==> src/rtl/chain_tx_pkg.sv <==
package chain_tx_pkg;

  localparam int unsigned WORD_W    = 32;
  localparam int unsigned DESC_BYTES = 16;
  localparam int unsigned WORD_BYTES = 4;

  typedef enum logic [2:0] {
    S_IDLE,
    S_TAG0,   // fetch address/flags word
    S_TAG1,   // fetch length word
    S_TAG2,   // fetch + forward header word A
    S_TAG3,   // fetch + forward header word B
    S_DATA,   // stream payload
    S_PAD,    // zero filler to 16-byte group
    S_WAIT    // completion delay
  } tx_state_e;

endpackage

==> src/rtl/chain_tx_tag_fields.sv <==
module chain_tx_tag_fields
  import chain_tx_pkg::*;
#(
  parameter int unsigned SRC_BITS = 24,
  parameter int unsigned CNT_BITS = 20
) (
  input  logic [WORD_W-1:0]   word,
  output logic [SRC_BITS-1:0] src_addr,
  output logic                stop,
  output logic [CNT_BITS-1:0] count,
  output logic [1:0]          junk,
  output logic                overrun
);

  // Interpretation as word 0: payload address and the two end flags.
  assign src_addr = word[SRC_BITS-1:0];
  assign stop     = word[WORD_W-1] | word[WORD_W-2];

  // Interpretation as word 1: payload length, filler length, overrun.
  assign count    = word[CNT_BITS-1:0];
  assign junk     = 2'(~word[1:0] + 2'd1);
  assign overrun  = |word[WORD_W-1:CNT_BITS];

endmodule

==> src/rtl/chain_tx_irq_timer.sv <==
module chain_tx_irq_timer #(
  parameter int unsigned W = 24
) (
  input  logic         clk,
  input  logic         rst_n,
  input  logic         load,
  input  logic [W-1:0] load_val,
  output logic         expiring,
  output logic         fire
);

  logic [W-1:0] remain;

  assign expiring = (remain == W'(1));

  always_ff @(posedge clk) begin
    if (!rst_n) begin
      remain <= '0;
      fire   <= 1'b0;
    end else begin
      fire <= expiring && !load;
      if (load)
        remain <= load_val;
      else if (remain != '0)
        remain <= remain - W'(1);
    end
  end

endmodule

==> src/rtl/chain_tx_dma.sv <==
module chain_tx_dma
  import chain_tx_pkg::*;
#(
  parameter int unsigned FIFO_DEPTH = 32,
  parameter int unsigned SRC_BITS   = 24,
  parameter int unsigned CNT_BITS   = 20,
  parameter int unsigned MOVED_W    = 24,
  parameter int unsigned FREE_W     = $clog2(FIFO_DEPTH + 1)
) (
  input  logic              clk,
  input  logic              rst_n,
  input  logic              start,
  input  logic [31:0]       tag_base,
  output logic              busy,
  output logic              irq,
  output logic              overrun,
  output logic              rd_valid,
  input  logic              rd_ready,
  output logic [31:0]       rd_addr,
  input  logic [WORD_W-1:0] rd_data,
  output logic              push_valid,
  output logic [WORD_W-1:0] push_data,
  input  logic [FREE_W-1:0] push_free
);

  localparam logic [31:0] STEP_DESC = 32'(DESC_BYTES);
  localparam logic [31:0] STEP_WORD = 32'(WORD_BYTES);

  tx_state_e           state, state_d, after_block;
  logic [31:0]         tptr;
  logic [SRC_BITS-1:0] src;
  logic [CNT_BITS-1:0] cnt;
  logic [1:0]          jleft;
  logic                stop_q, pad_go, over_q;
  logic [MOVED_W-1:0]  moved, moved_nx, delay_val;

  logic [SRC_BITS-1:0] f_src;
  logic                f_stop, f_over;
  logic [CNT_BITS-1:0] f_cnt;
  logic [1:0]          f_junk;

  logic room1, room2, room_j, hs, fwd, pad_push, data_push;
  logic tmr_load, tmr_expiring, tmr_fire;

  chain_tx_tag_fields #(
    .SRC_BITS (SRC_BITS),
    .CNT_BITS (CNT_BITS)
  ) u_fields (
    .word     (rd_data),
    .src_addr (f_src),
    .stop     (f_stop),
    .count    (f_cnt),
    .junk     (f_junk),
    .overrun  (f_over)
  );

  assign room1  = (push_free != '0);
  assign room2  = (push_free >= FREE_W'(2));
  assign room_j = (push_free >= {{(FREE_W-2){1'b0}}, jleft});

  // Memory request
  always_comb begin
    rd_valid = 1'b0;
    rd_addr  = tptr;
    unique case (state)
      S_TAG0: rd_valid = 1'b1;
      S_TAG1: begin rd_valid = 1'b1;  rd_addr = tptr + STEP_WORD;          end
      S_TAG2: begin rd_valid = room2; rd_addr = tptr + 32'(2*WORD_BYTES);  end
      S_TAG3: begin rd_valid = room1; rd_addr = tptr + 32'(3*WORD_BYTES);  end
      S_DATA: begin rd_valid = room1; rd_addr = {{(32-SRC_BITS){1'b0}}, src}; end
      default: ;
    endcase
  end

  assign hs        = rd_valid && rd_ready;
  assign fwd       = hs && (state == S_TAG2 || state == S_TAG3 || state == S_DATA);
  assign pad_push  = (state == S_PAD) && (pad_go || room_j);
  assign data_push = (state == S_DATA) && hs;

  assign push_valid = fwd || pad_push;
  assign push_data  = pad_push ? '0 : rd_data;

  assign moved_nx  = (data_push && moved != '1) ? moved + MOVED_W'(1) : moved;
  assign delay_val = (moved_nx == '0) ? MOVED_W'(1) : moved_nx;

  assign after_block = stop_q ? S_WAIT : S_TAG0;

  always_comb begin
    state_d = state;
    unique case (state)
      S_IDLE: if (start) state_d = S_TAG0;
      S_TAG0: if (hs) state_d = S_TAG1;
      S_TAG1: if (hs) state_d = S_TAG2;
      S_TAG2: if (hs) state_d = S_TAG3;
      S_TAG3: if (hs) state_d = (cnt == '0) ? after_block : S_DATA;
      S_DATA: if (hs && cnt == CNT_BITS'(1))
                state_d = (jleft != 2'd0) ? S_PAD : after_block;
      S_PAD:  if (pad_push && jleft == 2'd1) state_d = after_block;
      S_WAIT: if (tmr_expiring) state_d = S_IDLE;
      default: state_d = S_IDLE;
    endcase
  end

  assign tmr_load = (state_d == S_WAIT) && (state != S_WAIT);

  chain_tx_irq_timer #(.W(MOVED_W)) u_timer (
    .clk      (clk),
    .rst_n    (rst_n),
    .load     (tmr_load),
    .load_val (delay_val),
    .expiring (tmr_expiring),
    .fire     (tmr_fire)
  );

  always_ff @(posedge clk) begin
    if (!rst_n) begin
      state  <= S_IDLE;
      tptr   <= '0;
      src    <= '0;
      cnt    <= '0;
      jleft  <= '0;
      stop_q <= 1'b0;
      pad_go <= 1'b0;
      over_q <= 1'b0;
      moved  <= '0;
    end else begin
      state  <= state_d;
      over_q <= 1'b0;
      moved  <= moved_nx;
      unique case (state)
        S_IDLE: if (start) begin
          tptr  <= tag_base;
          moved <= '0;
        end
        S_TAG0: if (hs) begin
          src    <= f_src;
          stop_q <= f_stop;
        end
        S_TAG1: if (hs) begin
          cnt    <= f_cnt;
          jleft  <= f_junk;
          over_q <= f_over;
        end
        S_TAG3: if (hs) tptr <= tptr + STEP_DESC;
        S_DATA: if (hs) begin
          src <= src + SRC_BITS'(WORD_BYTES);
          cnt <= cnt - CNT_BITS'(1);
        end
        S_PAD: if (pad_push) begin
          jleft  <= jleft - 2'd1;
          pad_go <= (jleft != 2'd1);
        end
        default: ;
      endcase
    end
  end

  assign busy    = (state != S_IDLE);
  assign irq     = tmr_fire;
  assign overrun = over_q;

endmodule

==> config.mk <==
export PLATFORM = sky130hd
export DESIGN_NAME = chain_tx_dma
export DESIGN_NICKNAME = d
export VERILOG_FILES = /design/src/rtl/chain_tx_pkg.sv /design/src/rtl/chain_tx_tag_fields.sv /design/src/rtl/chain_tx_irq_timer.sv /design/src/rtl/chain_tx_dma.sv
export SDC_FILE = /design/constraint.sdc
export NUM_CORES = 1
export LEC_CHECK = 0
export ABC_AREA = 1
export BUFFER_PORTS_ARGS = -buffer_cell sky130_fd_sc_hd__clkbuf_2
export CORE_ASPECT_RATIO = 1.75
export CORE_UTILIZATION = 30
export CTS_CLUSTER_SIZE = 30
export DETAILED_ROUTE_END_ITERATION = 16
export SLEW_MARGIN = 10
export SYNTH_ARGS = -nofsm -noshare
export SYNTH_HDL_FRONTEND = slang
export SYNTH_HIERARCHICAL = 1
export SYNTH_SLANG_ARGS = --single-unit
==> constraint.sdc <==
create_clock -name clk -period 4.4 [get_ports clk]
set_input_delay 0.66 -clock clk [delete_from_list [all_inputs] [get_ports clk]]
set_output_delay 0.66 -clock clk [all_outputs]
set_load 0.05 [all_outputs]
==> results of run 1 <==
[cells by family (layout without fill, tap and decap cells)]
logic type / Yosys count / count (layout) / synth area share, %
and+or+nand+nor: 925 / 925 / 36.02
muxes: 1 / 1 / 0.09046
buffers and inverters: 377 / 446 / 14.98
DFF: 133 / 133 / 24.06
adders and majority gates: 15 / 15 / 1.764
AOI/OAI and AO/OA: 374 / 374 / 19.91
xor gates and xnor gates: 40 / 40 / 3.166
[power breakdown]
part	switching [mW]	total (mW)	internal, mW	leakage, nW
registers	0.194	1.55	1.35	1.08
logic	1.46	2.12	0.658	4.03
clock network	0.603	1.52	0.917	0.288
[synth_stat cells (14+ instances only)]
cell type  number  area share, %
inv_1         241            8.2
ha_1           14            1.6
buf_4          47            3.2
a31oi_1        43            2.4
o211ai_1       16            1.1
nor2_2         15           0.85
nand3_1       126            5.7
nand4_1        25            1.4
dfxtp_1       133             24
a21oi_1        83            3.8
nor3_1         30            1.4
nand2_1       410             14
xor2_1         29            2.3
clkbuf_1       58            2.0
o21ai_1        27            1.2
o21ai_0       137            6.2
nor2_1        269            9.1
[state kept, by name (all words and copies together) (netlist names)]
| signal | count |
|---|---|
| pad_go | 1 |
| u_timer/remain | 24 |
| jleft | 2 |
| state | 3 |
| moved | 24 |
| cnt | 20 |
| src | 24 |
| tptr | 32 |
| overrun | 1 |
| stop_q | 1 |
| u_timer/fire | 1 |
[metal layers]
layer  vias up  routed length (µm)
li1       6174                   -
met1      5733               14640
met2       442               23990
met3       151                1720
met4         0                3398
met5         -                   0
[worst min-delay path: cells and delay by family, from the launching register on]
kind	cells	cell delay (ps)
buffers and inverters	1	60
DFF	1	300
AOI/OAI and AO/OA	1	50
[worst paths after layout]
| path | start | endpoint | slack (ps) | depth (start not counted) |
|---|---|---|---|---|
| worst max-delay path | state[2]$_SDFF_PN0_ | rd_addr[29] | 270 | 11 |
| worst min-delay path | tptr[0]$_SDFFE_PN0P_ | tptr[0]$_SDFFE_PN0P_ | 460 | 2 |
| worst max register to register | state[2]$_SDFF_PN0_ | u_timer/remain[13]$_SDFFE_PN0P_ | 610 | 22 |
| worst min register to register | tptr[0]$_SDFFE_PN0P_ | tptr[0]$_SDFFE_PN0P_ | 460 | 2 |
[stage by stage]
stage / power (mW) / std cells / cell area (µm²) / util (%)
3_3_place_gp: 3.645 / 2374 / 12000 / 33.19
6_report: 5.185 / 2404 / 12600 / 34.87
2_1_floorplan: 3.099 / 1865 / 11070 / -
3_5_place_dp: 3.664 / 2374 / 12000 / 33.19
4_1_cts: 5.201 / 2404 / 12600 / 34.87
5_1_grt: 5.504 / 2404 / 12600 / 34.87
[area by class of cell]
type / instances / area share (%)
well taps: 470 / 4.666
clock inverters: 11 / 1.211
multi-input cells: 1355 / 53.62
repair buffers: 164 / 8.260
inverters: 252 / 7.525
flip-flops and latches: 133 / 21.13
clock buffers: 19 / 3.594
==> results.cfg, run 1 <==
[run_status]
status = completed

[detailed_routing]
drtIter0Drc = 732
dr.pass1.iters = 7
wl_um = 43750
vias = 12500
route.detailed.drc = 0
ant_nets = 0
via_per_inst = 5.200
wire_per_inst_um = 18.20

[sta]
finalSetupViolCount = 0
setup_tns_ps = 0
period_share_pct = 93.96
hold_slack_ps = 456.5
post-route-min-period_ps = 4134
rsz0062_at_grt = no
fmax_mhz = 241.9
hold_viol = 0
slew_headroom_pct = 36.33
skew_ps = 11.50
worstMarginPinSlew_ps = 954.0
worst_slack_ps = 265.7
drv_slew = 0

[hold_path]
hold_path_class = flip-flop to flip-flop

[yosys]
synthArstFlopShare_pct = 0
syn-cell-area_mm2 = 0.01107
syn_inst = 1865
synth_fp_nets = 1954
synth_edf_count = 0
yosysUniqueCellTypes = 64
seq_area_frac_synth_pct = 24.06
ys.flop_type = dfxtp_1
yosys_register_bits = 133
syn_area_per_cell_um2 = 5.933
yosysWarnings = 6

[placement]
pre_cts_ws_ps = 605.8
gp_congestion = 0.9777
dp_hpwl_um = 34180
portBuffers = 142

[final_layout]
seqCellArea_mm2 = 0.002663
fillers = 4074
final_layout_size_suffix_gt1_share_pct = 13.75
area_delta_synth_final_pct = 13.90
layout.nets = 2012
layout_commonest_cell = nand2_1
multi_input_area_mm2 = 0.006758
layout_common_cells = 410 x nand2_1, 269 x nor2_1, 241 x inv_1
antenna_cells = 0

[clock_network]
clock_latency_ps = 450
hold_buffers = 0
cts_max_level = 4
root_buffer = clkbuf_16
clockBufferDepth = 2
cts_setup_buffers = 0
cts-resized-gates = 0
cts.clk_slew.worst_paths_ps = 60
cts_tree = built
numCtsBuffers = 17
cts_sinks = 133

[floorplan]
die_w_um = 147.2
start_util_pct = 30.61
coreArea_mm2 = 0.03614
rows = 92
dieHeight_um = 256.1
die-area_mm2 = 0.03769
ios = 143

[global_route]
globalRouteMet1Util_pct = 21.16
grtUsageMet3_pct = 2.906
top_usage_layer = met2
grt_use_met2_pct = 45.20
grt_pass1_wl_um = 66540
grt_use_total_pct = 23.24
grt_max_degree = 72
grt.overflow.total = 0
grt_pass1_vias = 12070
antenna_found_initial = 0

[setup_path]
cpMostUsedCell = nor2_1
critPathBufInv = 3
worstPathMaxFanout = 8
critPathLaunchType = flip-flop
cp_data_required_time_ps = 3740
critical_path.endpoint_type = output pin
worstPathCellList = nand2_2, clkinv_1, ha_1, a21oi_1, nor2_1, inv_1, nor2_1, nand2_1, xor2_1, o221ai_1, buf_12
crit_family = compound AO/OA/AOI/OAI gates
crit_slowest_cell = dfxtp_1
worst_ep_arrival_time_ps = 3470
max_stage_delay_ps = 600
crit_type = flip-flop to output pin

[pwr]
p_leak_nw = 5.401
p_per_area_mw_per_mm2 = 411.4
ir_drop_uv = 289.3

[run]
maxCapViolations = 0
Power figures use the tool's default switching activity.
==> run 2, diff against run 1 <==
--- a/config.mk
+++ b/config.mk
@@ -11,6 +11,7 @@
 export CORE_UTILIZATION = 30
 export CTS_CLUSTER_SIZE = 30
 export DETAILED_ROUTE_END_ITERATION = 16
+export PLACE_DENSITY = 0.58
 export SLEW_MARGIN = 10
 export SYNTH_ARGS = -nofsm -noshare
 export SYNTH_HDL_FRONTEND = slang
==> results.cfg, run 2 (synthesized netlist as in run 1, its figures left out) <==
[run_status]
status = completed

[floorplan]
ios = 143
dieHeight_um = 256.1
coreArea_mm2 = 0.03614
start_util_pct = 30.61
die-area_mm2 = 0.03769
die_w_um = 147.2
rows = 92

[pwr]
ir_drop_uv = 285.2
p_per_area_mw_per_mm2 = 408.6
pwr-share-clk_pct = 29.3
p_int_mw = 2.882
p_sw_share_pct = 44.12
p_leak_nw = 5.424
seqPwrFrac_pct = 29.5
switching_power_mw = 2.276
power_frac_comb_pct = 41.2

[sta]
rsz0062_at_grt = no
finalSetupViolCount = 0
period_share_pct = 94.64
drv_slew = 0
hold_slack_ps = 467.2
setup_tns_ps = 0
fmax_mhz = 240.1
post-route-min-period_ps = 4164
hold_viol = 0
worstMarginPinSlew_ps = 1010
slew_headroom_pct = 32.58
skew_ps = 16.06
worst_slack_ps = 235.6

[setup_path]
r2r_cells = 22
worstPathMaxFanout = 17
crit_type = flip-flop to output pin
critPathLaunchType = flip-flop
critical_path.endpoint_type = output pin
cp_data_required_time_ps = 3740
worst_ep_arrival_time_ps = 3500

[placement]
dp_hpwl_um = 35120
portBuffers = 142
gp_congestion = 1.033
pre_cts_ws_ps = 527.8

[clock_network]
hold_buffers = 0
clock_latency_ps = 450
cts_sinks = 133
clockBufferDepth = 2
numCtsBuffers = 17
cts_tree = built
root_buffer = clkbuf_16
cts.clk_slew.worst_paths_ps = 70
cts_setup_buffers = 0
cts_max_level = 4
cts-resized-gates = 0

[final_layout]
antenna_cells = 0
seqCellArea_mm2 = 0.002664
final_layout_size_suffix_gt1_share_pct = 14.12
layout_common_cells = 410 x nand2_1, 269 x nor2_1, 241 x inv_1
multi_input_area_mm2 = 0.006766
regMostFlops = tptr
layout_commonest_cell = nand2_1
largest_register_ffs = 32
area_delta_synth_final_pct = 14.08
utilization_pct = 34.92
layout.nets = 2016
fillers = 4081

[detailed_routing]
via_per_inst = 5.186
route.detailed.drc = 0
vias = 12500
wire_per_inst_um = 18.64
wl_um = 44920
dr.pass1.iters = 5
drtIter0Drc = 642
ant_nets = 0

[global_route]
grt_use_total_pct = 24.04
grt.overflow.total = 0
grt_max_degree = 66
antenna_found_initial = 0
top_usage_layer = met2
globalRouteMet1Util_pct = 22.00
grt_pass1_wl_um = 68790
grt_use_met2_pct = 47.56
grtUsageMet3_pct = 2.549
grt_pass1_vias = 12610

[hold_path]
hold_path_class = input port to flip-flop
min_path_cells = 3

[run]
maxCapViolations = 0
[run 2: metrics by stage]
stage,area [µm²],cells,total power [mW]
final,12620,2410,5.158
after global routing,12620,2410,5.474
after CTS,12610,2410,5.191
after detailed placement,12010,2378,3.664
after global placement,12010,2378,3.641
after floorplan,11070,1865,3.099
[run 2: worst max-delay path, cell delays in order (launching register included)]
cell	delay, ps
dfxtp_1	370
nor2_1	210
nand2_2	270
buf_4	320
fa_1	630
nor2_1	260
inv_1	90
o21ai_0	150
nand2_1	60
o22ai_1	130
a31oi_1	60
o21ai_0	140
clkbuf_2	330
[run 2: final cells by class]
cell class	instances	area share (%)
clock buffers	19	3.588
inverters	252	7.513
well taps	470	4.659
flip-flops and latches	133	21.10
clock inverters	13	1.170
multi-input cells	1355	53.60
repair buffers	168	8.365
[run 2: layer usage]
| layer | part of all wire, % | up-vias |
|---|---|---|
| met5 | 0 | - |
| met4 | 7.1 | 0 |
| met3 | 3.1 | 144 |
| met2 | 55 | 358 |
| met1 | 34 | 5808 |
| li1 | - | 6189 |
[run 2: path summary, 6_finish.rpt]
path,startpoint,to,slack [ps]
hold reg to reg,tptr[1]$_SDFFE_PN0P_,tptr[1]$_SDFFE_PN0P_,470
hold / removal,tag_base[7],tptr[7]$_SDFFE_PN0P_,470
setup / recovery,state[0]$_SDFF_PN0_,rd_addr[16],240
setup reg to reg,state[0]$_SDFF_PN0_,u_timer/remain[13]$_SDFFE_PN0P_,620
[run 2: power groups by stage]
| stage | Combinational (mW) | Sequential, mW | Clock [mW] |
|---|---|---|---|
| 5_1_grt | 2.35 | 1.54 | 1.59 |
| 3_3_place_gp | 2.10 | 1.54 | 0 |
| 2_1_floorplan | 1.61 | 1.49 | 0 |
| 4_1_cts | 2.13 | 1.52 | 1.55 |
| 3_5_place_dp | 2.12 | 1.55 | 0 |
| 6_report | 2.12 | 1.52 | 1.51 |
==> run 3, diff against run 2 <==
--- a/config.mk
+++ b/config.mk
@@ -7,7 +7,7 @@
 export LEC_CHECK = 0
 export ABC_AREA = 1
 export BUFFER_PORTS_ARGS = -buffer_cell sky130_fd_sc_hd__clkbuf_2
-export CORE_ASPECT_RATIO = 1.75
+export CORE_ASPECT_RATIO = 0.9
 export CORE_UTILIZATION = 30
 export CTS_CLUSTER_SIZE = 30
 export DETAILED_ROUTE_END_ITERATION = 16
==> results.cfg, run 3 (synthesized netlist as in run 1, its figures left out) <==
[global_route]
grt_pass1_vias = 11120
grt.overflow.total = 0
antenna_found_initial = 0
grt_max_degree = 69
grt_pass1_wl_um = 60990
grt_use_total_pct = 20.54

[pwr]
power_frac_comb_pct = 40.9
p_int_mw = 2.808
pwr-share-clk_pct = 28.5
p_sw_share_pct = 44.14
switching_power_mw = 2.219
seqPwrFrac_pct = 30.5
ir_drop_uv = 286.5
p_per_area_mw_per_mm2 = 401.2
p_leak_nw = 5.357

[sta]
setup_tns_ps = 0
fmax_mhz = 244.9
finalSetupViolCount = 0
drv_slew = 0
worst_slack_ps = 317.4
worstMarginPinSlew_ps = 1091
skew_ps = 11.79
period_share_pct = 92.79
hold_viol = 0
rsz0062_at_grt = no
slew_headroom_pct = 27.16
post-route-min-period_ps = 4083

[run_status]
status = completed

[hold_path]
hold_path_class = flip-flop to flip-flop
min_path_cells = 2

[clock_network]
cts_sinks = 133
cts_setup_buffers = 0
cts_max_level = 4
root_buffer = clkbuf_16
hold_buffers = 0
clockBufferDepth = 2
cts_tree = built
cts.clk_slew.worst_paths_ps = 70
cts-resized-gates = 0
clock_latency_ps = 440
numCtsBuffers = 17

[setup_path]
cp_data_required_time_ps = 3740
crit_slowest_cell = fa_1
critical_path.endpoint_type = output pin
worstPathCellList = nand2_2, buf_4, fa_1, o21ai_0, nand3_1, nand3_1, clkbuf_2
worstPathMaxFanout = 27
r2r_cells = 22
max_stage_delay_ps = 670
cpMostUsedCell = nand3_1
worst_ep_arrival_time_ps = 3420
critPathLaunchType = flip-flop
crit_type = flip-flop to output pin

[floorplan]
die-area_mm2 = 0.03766
dieHeight_um = 184.2
coreArea_mm2 = 0.03625
ios = 143
start_util_pct = 30.52
rows = 66
die_w_um = 204.4

[final_layout]
regMostFlops = tptr
layout.nets = 2005
utilization_pct = 34.56
layout_commonest_cell = nand2_1
largest_register_ffs = 32
antenna_cells = 0
layout_common_cells = 410 x nand2_1, 269 x nor2_1, 241 x inv_1
area_delta_synth_final_pct = 13.23
final_layout_size_suffix_gt1_share_pct = 13.48

[detailed_routing]
wire_per_inst_um = 16.09
drtIter0Drc = 1083
ant_nets = 0
route.detailed.drc = 0
dr.pass1.iters = 6
wl_um = 38700
via_per_inst = 5.081
vias = 12220

[placement]
gp_congestion = 0.9305
dp_hpwl_um = 28870
portBuffers = 142
pre_cts_ws_ps = 838.8

[run]
maxCapViolations = 0
run 3: power by group through the flow:
stage | sequential (mW) | combinational, mW | clock [mW]
5_1_grt | 1.55 | 2.30 | 1.50
3_3_place_gp | 1.55 | 2.03 | 0
4_1_cts | 1.53 | 2.05 | 1.46
6_report | 1.54 | 2.06 | 1.43
2_1_floorplan | 1.49 | 1.61 | 0
3_5_place_dp | 1.55 | 2.04 | 0
run 3: worst paths after layout:
| check | from | end | slack, ps |
|---|---|---|---|
| setup reg to reg | state[2]$_SDFF_PN0_ | u_timer/remain[13]$_SDFFE_PN0P_ | 970 |
| setup / recovery | state[2]$_SDFF_PN0_ | rd_addr[18] | 320 |
| hold reg to reg | tptr[1]$_SDFFE_PN0P_ | tptr[1]$_SDFFE_PN0P_ | 460 |
| hold / removal | tptr[1]$_SDFFE_PN0P_ | tptr[1]$_SDFFE_PN0P_ | 460 |
run 3: cell type report:
| class | instances | area, µm² |
|---|---|---|
| Clock buffer | 19 | 442.9 |
| Clock inverter | 13 | 126.4 |
| Fill cell | 3929 | 23720 |
| Inverter | 252 | 948.4 |
| Multi-Input combinational cell | 1355 | 6750 |
| Sequential cell | 133 | 2663 |
| Tap cell | 476 | 595.6 |
| Timing Repair Buffer | 157 | 1003 |
run 3: critical path, delay by kind of cell (launching register included):
| family | cells | cell delay [ps] |
|---|---|---|
| compound gates | 1 | 580 |
| fa+ha+maj | 1 | 670 |
| buf+inv | 2 | 620 |
| flops | 1 | 580 |
| simple gates | 3 | 520 |
run 3: per-layer routing:
layer | track usage [%] | wire length [µm] | up-vias
li1 | - | - | 6145
met1 | 28.35 | 18030 | 5633
met2 | 33.33 | 17740 | 394
met3 | 2.970 | 2333 | 47
met4 | 5.075 | 599 | 0
met5 | 0 | 0 | -
run 3: metrics by stage:
| stage | instance area [µm²] | power [mW] | hold WS, ps | std cells |
|---|---|---|---|---|
| detailed placement | 11960 | 3.597 | 441.0 | 2373 |
| global placement | 11960 | 3.583 | 435.3 | 2373 |
| CTS | 12530 | 5.039 | 449.5 | 2405 |
| global route | 12530 | 5.353 | 462.8 | 2405 |
| finish | 12530 | 5.027 | 455.1 | 2405 |
| floorplan | 11070 | 3.099 | 424.6 | 1865 |
